## src/rtl/irqagg_pkg.sv

```systemverilog
package irqagg_pkg;

  localparam int unsigned SRC_WORD = 0;
  localparam int unsigned EN_WORD  = 1;

  typedef enum logic [1:0] {
    SEL_NONE = 2'd0,
    SEL_SRC  = 2'd1,
    SEL_EN   = 2'd2
  } rdSel_e;

  typedef struct packed {
    logic   srcRead;
    logic   enWrite;
    logic   rdStrobe;
    rdSel_e rdSel;
  } ctlStrobes_t;

endpackage

```

## src/rtl/irqagg_ctrl.sv

```systemverilog
module irqagg_ctrl
  import irqagg_pkg::*;
#(
  parameter int unsigned ADDR_W = 2
) (
  input  logic              clk,
  input  logic              rstN,
  input  logic              busReq,
  input  logic              busWe,
  input  logic [ADDR_W-1:0] busAddr,
  output ctlStrobes_t       strb,
  output logic              busAck
);

  localparam logic [ADDR_W-1:0] SRC_A = ADDR_W'(SRC_WORD);
  localparam logic [ADDR_W-1:0] EN_A  = ADDR_W'(EN_WORD);

  always_comb begin
    strb          = '0;
    strb.rdSel    = SEL_NONE;
    strb.rdStrobe = busReq && !busWe;
    strb.srcRead  = busReq && !busWe && (busAddr == SRC_A);
    strb.enWrite  = busReq && busWe && (busAddr == EN_A);
    if (busAddr == SRC_A)     strb.rdSel = SEL_SRC;
    else if (busAddr == EN_A) strb.rdSel = SEL_EN;
  end

  always_ff @(posedge clk or negedge rstN) begin
    if (!rstN) busAck <= 1'b0;
    else       busAck <= busReq;
  end


  ack_follows_req_chk: assert property (@(posedge clk) disable iff (!rstN)
    busReq |=> busAck);

  no_spurious_ack_chk: assert property (@(posedge clk) disable iff (!rstN)
    !busReq |=> !busAck);

endmodule

```

## src/rtl/irqagg_dp.sv

```systemverilog
module irqagg_dp
  import irqagg_pkg::*;
#(
  parameter int unsigned NUM_SRC = 8,
  parameter int unsigned DATA_W  = 32
) (
  input  logic               clk,
  input  logic               rstN,
  input  logic [NUM_SRC-1:0] irqIn,
  input  ctlStrobes_t        strb,
  input  logic [DATA_W-1:0]  busWdata,
  output logic [DATA_W-1:0]  busRdata,
  output logic               irqOut
);

  logic [NUM_SRC-1:0] prevIn;
  logic [NUM_SRC-1:0] edgeVec;
  logic [NUM_SRC-1:0] srcReg;
  logic [NUM_SRC-1:0] enReg;
  logic [DATA_W-1:0]  rdMux;

  generate
    if (DATA_W > NUM_SRC) begin : g_spare
      logic unusedWdata;
      assign unusedWdata = ^busWdata[DATA_W-1:NUM_SRC];
    end
  endgenerate

  always_ff @(posedge clk or negedge rstN) begin
    if (!rstN) prevIn <= '0;
    else       prevIn <= irqIn;
  end

  assign edgeVec = irqIn & ~prevIn;

  // Per-bit sticky source: a new edge wins over a clearing read.
  generate
    for (genvar i = 0; i < NUM_SRC; i++) begin : g_src
      always_ff @(posedge clk or negedge rstN) begin
        if (!rstN)           srcReg[i] <= 1'b0;
        else if (edgeVec[i]) srcReg[i] <= 1'b1;
        else if (strb.srcRead) srcReg[i] <= 1'b0;
      end
    end
  endgenerate

  always_ff @(posedge clk or negedge rstN) begin
    if (!rstN)             enReg <= '0;
    else if (strb.enWrite) enReg <= busWdata[NUM_SRC-1:0];
  end

  always_comb begin
    unique case (strb.rdSel)
      SEL_SRC: rdMux = DATA_W'(srcReg);
      SEL_EN:  rdMux = DATA_W'(enReg);
      default: rdMux = '0;
    endcase
  end

  always_ff @(posedge clk or negedge rstN) begin
    if (!rstN)              busRdata <= '0;
    else if (strb.rdStrobe) busRdata <= rdMux;
  end

  always_ff @(posedge clk or negedge rstN) begin
    if (!rstN) irqOut <= 1'b0;
    else       irqOut <= |(edgeVec & enReg);
  end


  edge_beats_clear_chk: assert property (@(posedge clk) disable iff (!rstN)
    (strb.srcRead && (edgeVec != '0)) |=> ((srcReg & $past(edgeVec)) == $past(edgeVec)));

  read_clears_chk: assert property (@(posedge clk) disable iff (!rstN)
    (strb.srcRead && (edgeVec == '0)) |=> (srcReg == '0));

  sticky_bits_chk: assert property (@(posedge clk) disable iff (!rstN)
    !strb.srcRead |=> ((srcReg & $past(srcReg)) == $past(srcReg)));

  enable_load_chk: assert property (@(posedge clk) disable iff (!rstN)
    strb.enWrite |=> (enReg == $past(busWdata[NUM_SRC-1:0])));

  pulse_needs_source_chk: assert property (@(posedge clk) disable iff (!rstN)
    irqOut |-> (srcReg != '0));

endmodule

```

## src/rtl/irqagg_top.sv

```systemverilog
module irqagg_top
  import irqagg_pkg::*;
#(
  parameter int unsigned NUM_SRC = 8,
  parameter int unsigned DATA_W  = 32,
  parameter int unsigned ADDR_W  = 2
) (
  input  logic               clk,
  input  logic               rstN,
  input  logic [NUM_SRC-1:0] irqIn,
  input  logic               busReq,
  input  logic               busWe,
  input  logic [ADDR_W-1:0]  busAddr,
  input  logic [DATA_W-1:0]  busWdata,
  output logic [DATA_W-1:0]  busRdata,
  output logic               busAck,
  output logic               irqOut
);

  ctlStrobes_t strb;

  irqagg_ctrl #(.ADDR_W(ADDR_W)) u_ctrl (
    .clk(clk), .rstN(rstN), .busReq(busReq), .busWe(busWe),
    .busAddr(busAddr), .strb(strb), .busAck(busAck)
  );

  irqagg_dp #(.NUM_SRC(NUM_SRC), .DATA_W(DATA_W)) u_dp (
    .clk(clk), .rstN(rstN), .irqIn(irqIn), .strb(strb),
    .busWdata(busWdata), .busRdata(busRdata), .irqOut(irqOut)
  );

endmodule

```

## config.mk

```make
export PLATFORM = sky130hd
export DESIGN_NAME = irqagg_top
export DESIGN_NICKNAME = d
export VERILOG_FILES = /design/src/rtl/irqagg_pkg.sv /design/src/rtl/irqagg_ctrl.sv /design/src/rtl/irqagg_dp.sv /design/src/rtl/irqagg_top.sv
export SDC_FILE = /design/constraint.sdc
export NUM_CORES = 1
export LEC_CHECK = 0
export ABC_AREA = 0
export ABC_CLOCK_PERIOD_IN_PS = 1000
export CAP_MARGIN = 20
export CORE_ASPECT_RATIO = 0.7
export CORE_UTILIZATION = 39
export DETAILED_ROUTE_END_ITERATION = 12
export PLACE_DENSITY = 0.86
export SYNTH_ARGS = -nofsm -noshare
export SYNTH_HDL_FRONTEND = slang
export SYNTH_SLANG_ARGS = --single-unit
```

## constraint.sdc

```tcl
create_clock -name clk -period 1 [get_ports clk]
set_clock_uncertainty 0.1 [all_clocks]
set_input_delay 0.1 -clock clk [delete_from_list [all_inputs] [get_ports clk]]
set_output_delay 0.1 -clock clk [all_outputs]
set_load 0.01 [all_outputs]
```

# --- Word-level counts from Yosys, hierarchy flattened ---
# Cells that the tools add are included.
word_totals:
  reg_bits: 58
  in_bits: 46
  wordCells: 46
  output_inout_bits: 34
op_classes:
  mux: 12
  reduce_logical: 15
  bitwise: 3
  eq_ne: 3
op_table:
  columns: ["op", "n"]
  rows:
  - ["$and 8x8->8", 2]
  - ["$pmux 8 s2", 1]
  - ["$reduce_bool 2->1", 8]
  - ["$mux 1", 9]
  - ["$not 8->8", 1]
  - ["$reduce_or 8->1", 1]
  - ["$eq 2x1->1 const B", 2]
  - ["$logic_and 1x1->1", 4]
  - ["$mux 2", 2]
  - ["$eq 2x2->1 const B", 1]
  - ["$logic_not 2->1", 1]
  - ["$logic_not 1->1", 1]

# --- Depth between registers and ports, before layout ---
depth:
  word_depth: 5
  mapped_depth: 5
  depth_no_buf: 3

# --- By module ---
# From an unflattened synthesis, not the netlist that was laid out.
unflattened:
  cells_unflattened: 131
  area_unflattened_um2: 1565.3
modules_own_cells:
  columns: ["module", "instances", "area_per_inst_um2", "cells_per_inst", "seq_area_each_um2"]
  rows:
  - ["irqagg_dp", 1, 1495.2, 125, 825.8]
  - ["irqagg_ctrl", 1, 70.1, 6, 25.0]

# --- Worst setup path before layout ---
# No wires, ideal clock.
synth_path:
  path_kind: "in2reg"
  startpoint: "input busWe"
  endpoint: "register u_dp.srcReg[0]"
  setup_slack_ns: -0.166
  setup_time_ns: 0.118
  arrival_time_ns: 0.948
  stages: 5
  path_buffers: 2
  required_time_ns: 0.782
  path_cell_list: "nand2b_4 > buf_6 > or3_1 > buf_6 > a21o_1"
synth_via:
  elab_chain_cells: 4
synth_lines:
  columns: ["item", "line_no", "text"]
  rows:
  - ["start: declaration", "irqagg_top.sv:12", "input logic busWe,"]
  - ["$logic_not 1->1", "irqagg_ctrl.sv:22", "strb.srcRead = busReq && !busWe && (busAddr == SRC_A);"]
  - ["$logic_and 1x1->1 (2 in a row)", "irqagg_ctrl.sv:22", null]
  - ["$reduce_bool 2->1 (no line)", null, null]
  - ["end signal: indexed assignment", "irqagg_dp.sv:40", "if (!rstN) srcReg[i] <= 1'b0;"]
  - ["end signal: indexed assignment", "irqagg_dp.sv:41", "else if (edgeVec[i]) srcReg[i] <= 1'b1;"]
  - ["end signal: indexed assignment", "irqagg_dp.sv:42", "else if (strb.srcRead) srcReg[i] <= 1'b0;"]
  - ["end: declaration", "irqagg_dp.sv:18", "logic [NUM_SRC-1:0] srcReg;"]
# Every way passes these cells.
# A chain may end at the register's enable or synchronous reset.

# --- Final worst setup path ---
layout_path:
  startpoint: "register u_dp.busRdata[0]"
  endpoint: "output busRdata[0]"
layout_rtl:
  columns: ["item", "line_no", "text"]
  rows:
  - ["start: declaration", "irqagg_dp.sv:12", "output logic [DATA_W-1:0] busRdata,"]
  - ["start signal: assignment", "irqagg_dp.sv:62", "else if (strb.rdStrobe) busRdata <= rdMux;"]
  - ["end: declaration", "irqagg_top.sv:15", "output logic [DATA_W-1:0] busRdata,"]
# No word-level cell between the ends.

==> metrics.yaml <==
final_cell_mix: "dfrtp_1, conb_1, clkdlybuf4s50_1"
hp-start: "busReq"
switchingPower_mw: 0.803
synthesis.area_sq_um: 1500
antenna_left: 0
drive_gt1_share_pct: 27.3
fp.dieArea_sq_um: 4090
wl_mm: 2.51
max_stage_delay_ns: 0.39
p_per_area_nw_per_um2: 1670
pwr-share-clk_pct: 28.6
setup_slack_ns: -0.00779
finish.net_count: 211
core-area_sq_um: 3600
worst-path-max-fanout: 2
max-clock-path-buffers: 2
grt_pass1_vias: 862
yosysWarnings: 0
crit_path_end_kind: "output port"
seqPwrFrac_pct: 52.9
drtPass1Iterations: 4
crit_slowest_cell: "dfrtp_1"
hp-class: "in -> reg"
synth.avg_cell_area_sq_um: 12.5
final_core_util_pct: 52.6
crit_arrival_ns: 0.81
num_vias: 933
nFillCells: 328
path_buf_inv: 1
path_cells: "buf_2"
cts_tree: "built"
p_int_mw: 2.36
drt_iter0_drc: 32
maxClockFrequency_ghz: 0.992
area_growth_pct: 26.9
cap_violations: 0
grt_pass1_wl_mm: 4.08
clockRootBuffer: "clkbuf_8"
power.leakage_nw: 0.910
fin_cells: 215
cts.sinks: 34
worst-endpoint-required_ns: 0.80
pin_count: 80
ys_ff_latch: 34
yosysSeqAreaShare_pct: 56.9
post-route-min-period_ns: 1.01
start_kind: "register"
synthCells: 120
p_sw_share_pct: 25.4
pre_cts_ws_ns: -0.629
hold_viol_final: 0
rows: 18
antenna_cells: 0
slew_viol_final: 0
holdWs_ns: 0.0148
worstSkewPairLatency_ns: 0.28
start_util_pct: 41.5
ir_worst_vdd_v: 0.00106
cts.clk_slew.worst_paths_ns: 0.06
critPathLaunch: "u_dp.busRdata[0]$_DFFE_PN0P_"
crit-reg2reg-launch: "u_dp.enReg[3]$_DFFE_PN0P_"
grt_setup_unrepaired: "yes"
synth_cell_type_count: 17
mostFrequentLayoutCell: "dfrtp_1"
period_share_pct: 101
port_buffers: 31
grt_use_total_pct: 13.9
grt_max_degree: 35
detail_route.vias_per_cell: 4.34
dieWidth_um: 76.0
place_inst: 205
post_drt_wl_per_cell_um: 11.7
setup_violations: 1
die_y_um: 53.8
grt-ovfl-total: 0
crit_family: "flip-flops"
place_hpwl_mm: 1.85
critPathKind: "reg -> out"
drc: 0
cts_made_buffers: 5
grt_antenna_before_repair: 0
combPwrFrac_pct: 18.5
total_power_mw: 3.16
gp_congestion: 0.748
violations: "setup timing"
cts-htree-levels: 2
status: "complete, but fails checks"
## power by group through the flow
stage / registers (mW) / clock network [mW] / logic, mW
3_5_place_dp: 1.69 / 0 / 0.613
6_report: 1.67 / 0.902 / 0.586
4_1_cts: 1.66 / 0.938 / 0.580
2_1_floorplan: 1.69 / 0 / 0.339
5_1_grt: 1.69 / 1.00 / 0.649
3_3_place_gp: 1.68 / 0 / 0.598
## layer usage
| layer | up-vias | share of wire (%) | global-route usage [%] |
|---|---|---|---|
| li1 | 451 | - | - |
| met1 | 439 | 46 | 17.9 |
| met3 | 4 | 7.8 | 5.76 |
| met2 | 39 | 45 | 21.2 |
| met5 | - | 0 | 0 |
| met4 | 0 | 0.95 | 5.77 |
## final timing paths
kind / end / slack [ns] / cells past startpoint
worst max-delay path: busRdata[0] / -0.008 / 1
worst min-delay path: u_ctrl.busAck$_DFF_PN0_ / 0.01 / 1
worst max register to register: u_dp.irqOut$_DFF_PN0_ / 0.06 / 2
worst min register to register: u_dp.srcReg[6]$_DFFE_PN0P_ / 0.38 / 1
max in group asynchronous: u_dp.prevIn[2]$_DFF_PN0_ / 0.54 / 2
min in group asynchronous: u_dp.prevIn[7]$_DFF_PN0_ / 0.08 / 2
## stage by stage
stage                     area, sq um  TNS (ns)
after detailed placement         1820    -15.48
final                            1900  -0.00779
after floorplan                  1590     -2.35
after CTS                        1880   -0.0283
after global routing             1900    -0.167
after global placement           1820    -14.68
## cell families (layout without fill, tap and decap cells)
family                 count (synthesis)  count (layout)  share of synthesized area [%]
DFF                                   34              34                           56.9
buffers and inverters                 28              50                           14.2
AOI/OAI and AO/OA                     20              20                           8.70
and+or+nand+nor                       21              21                           8.54
other                                  1              24                          0.251
muxes                                 16              16                           11.4
## flip-flops by register name, indices dropped and copies added (netlist names)
name and flops:
u_ctrl.busAck 1, u_dp.busRdata 8, u_dp.enReg 8, u_dp.irqOut 1, u_dp.prevIn 8, u_dp.srcReg 8
## synthesized netlist by cell type (all sizes together)
library cell,instances,area share (%)
or2,1,0.42
mux2i,8,5.4
nor2b,8,3.3
nand2,8,2.0
nand4b,1,1.0
nand2b,1,0.92
nand4,1,0.42
conb,1,0.25
or3,1,0.42
a21o,8,4.0
a22oi,4,2.0
buf,28,14
mux2,8,6.0
o21ai,8,2.7
dfrtp,34,57
## timing repair
item | CTS | global route
pin swaps | 3 | 3
setup endpoints to repair | 34 | 15
setup buffers | 2 | 1
resized for setup | 52 | 4
hold buffers | 0 | 0
## area by class of cell
type | count | area (sq um) | share of cell area [%]
Clock buffer | 7 | 76.3 | 4.02
Tap cell | 50 | 62.6 | 3.30
Multi-Input combinational cell | 81 | 551 | 29.0
Timing Repair Buffer | 43 | 357 | 18.8
Sequential cell | 34 | 851 | 44.9
(Power assumes the default switching activity.)
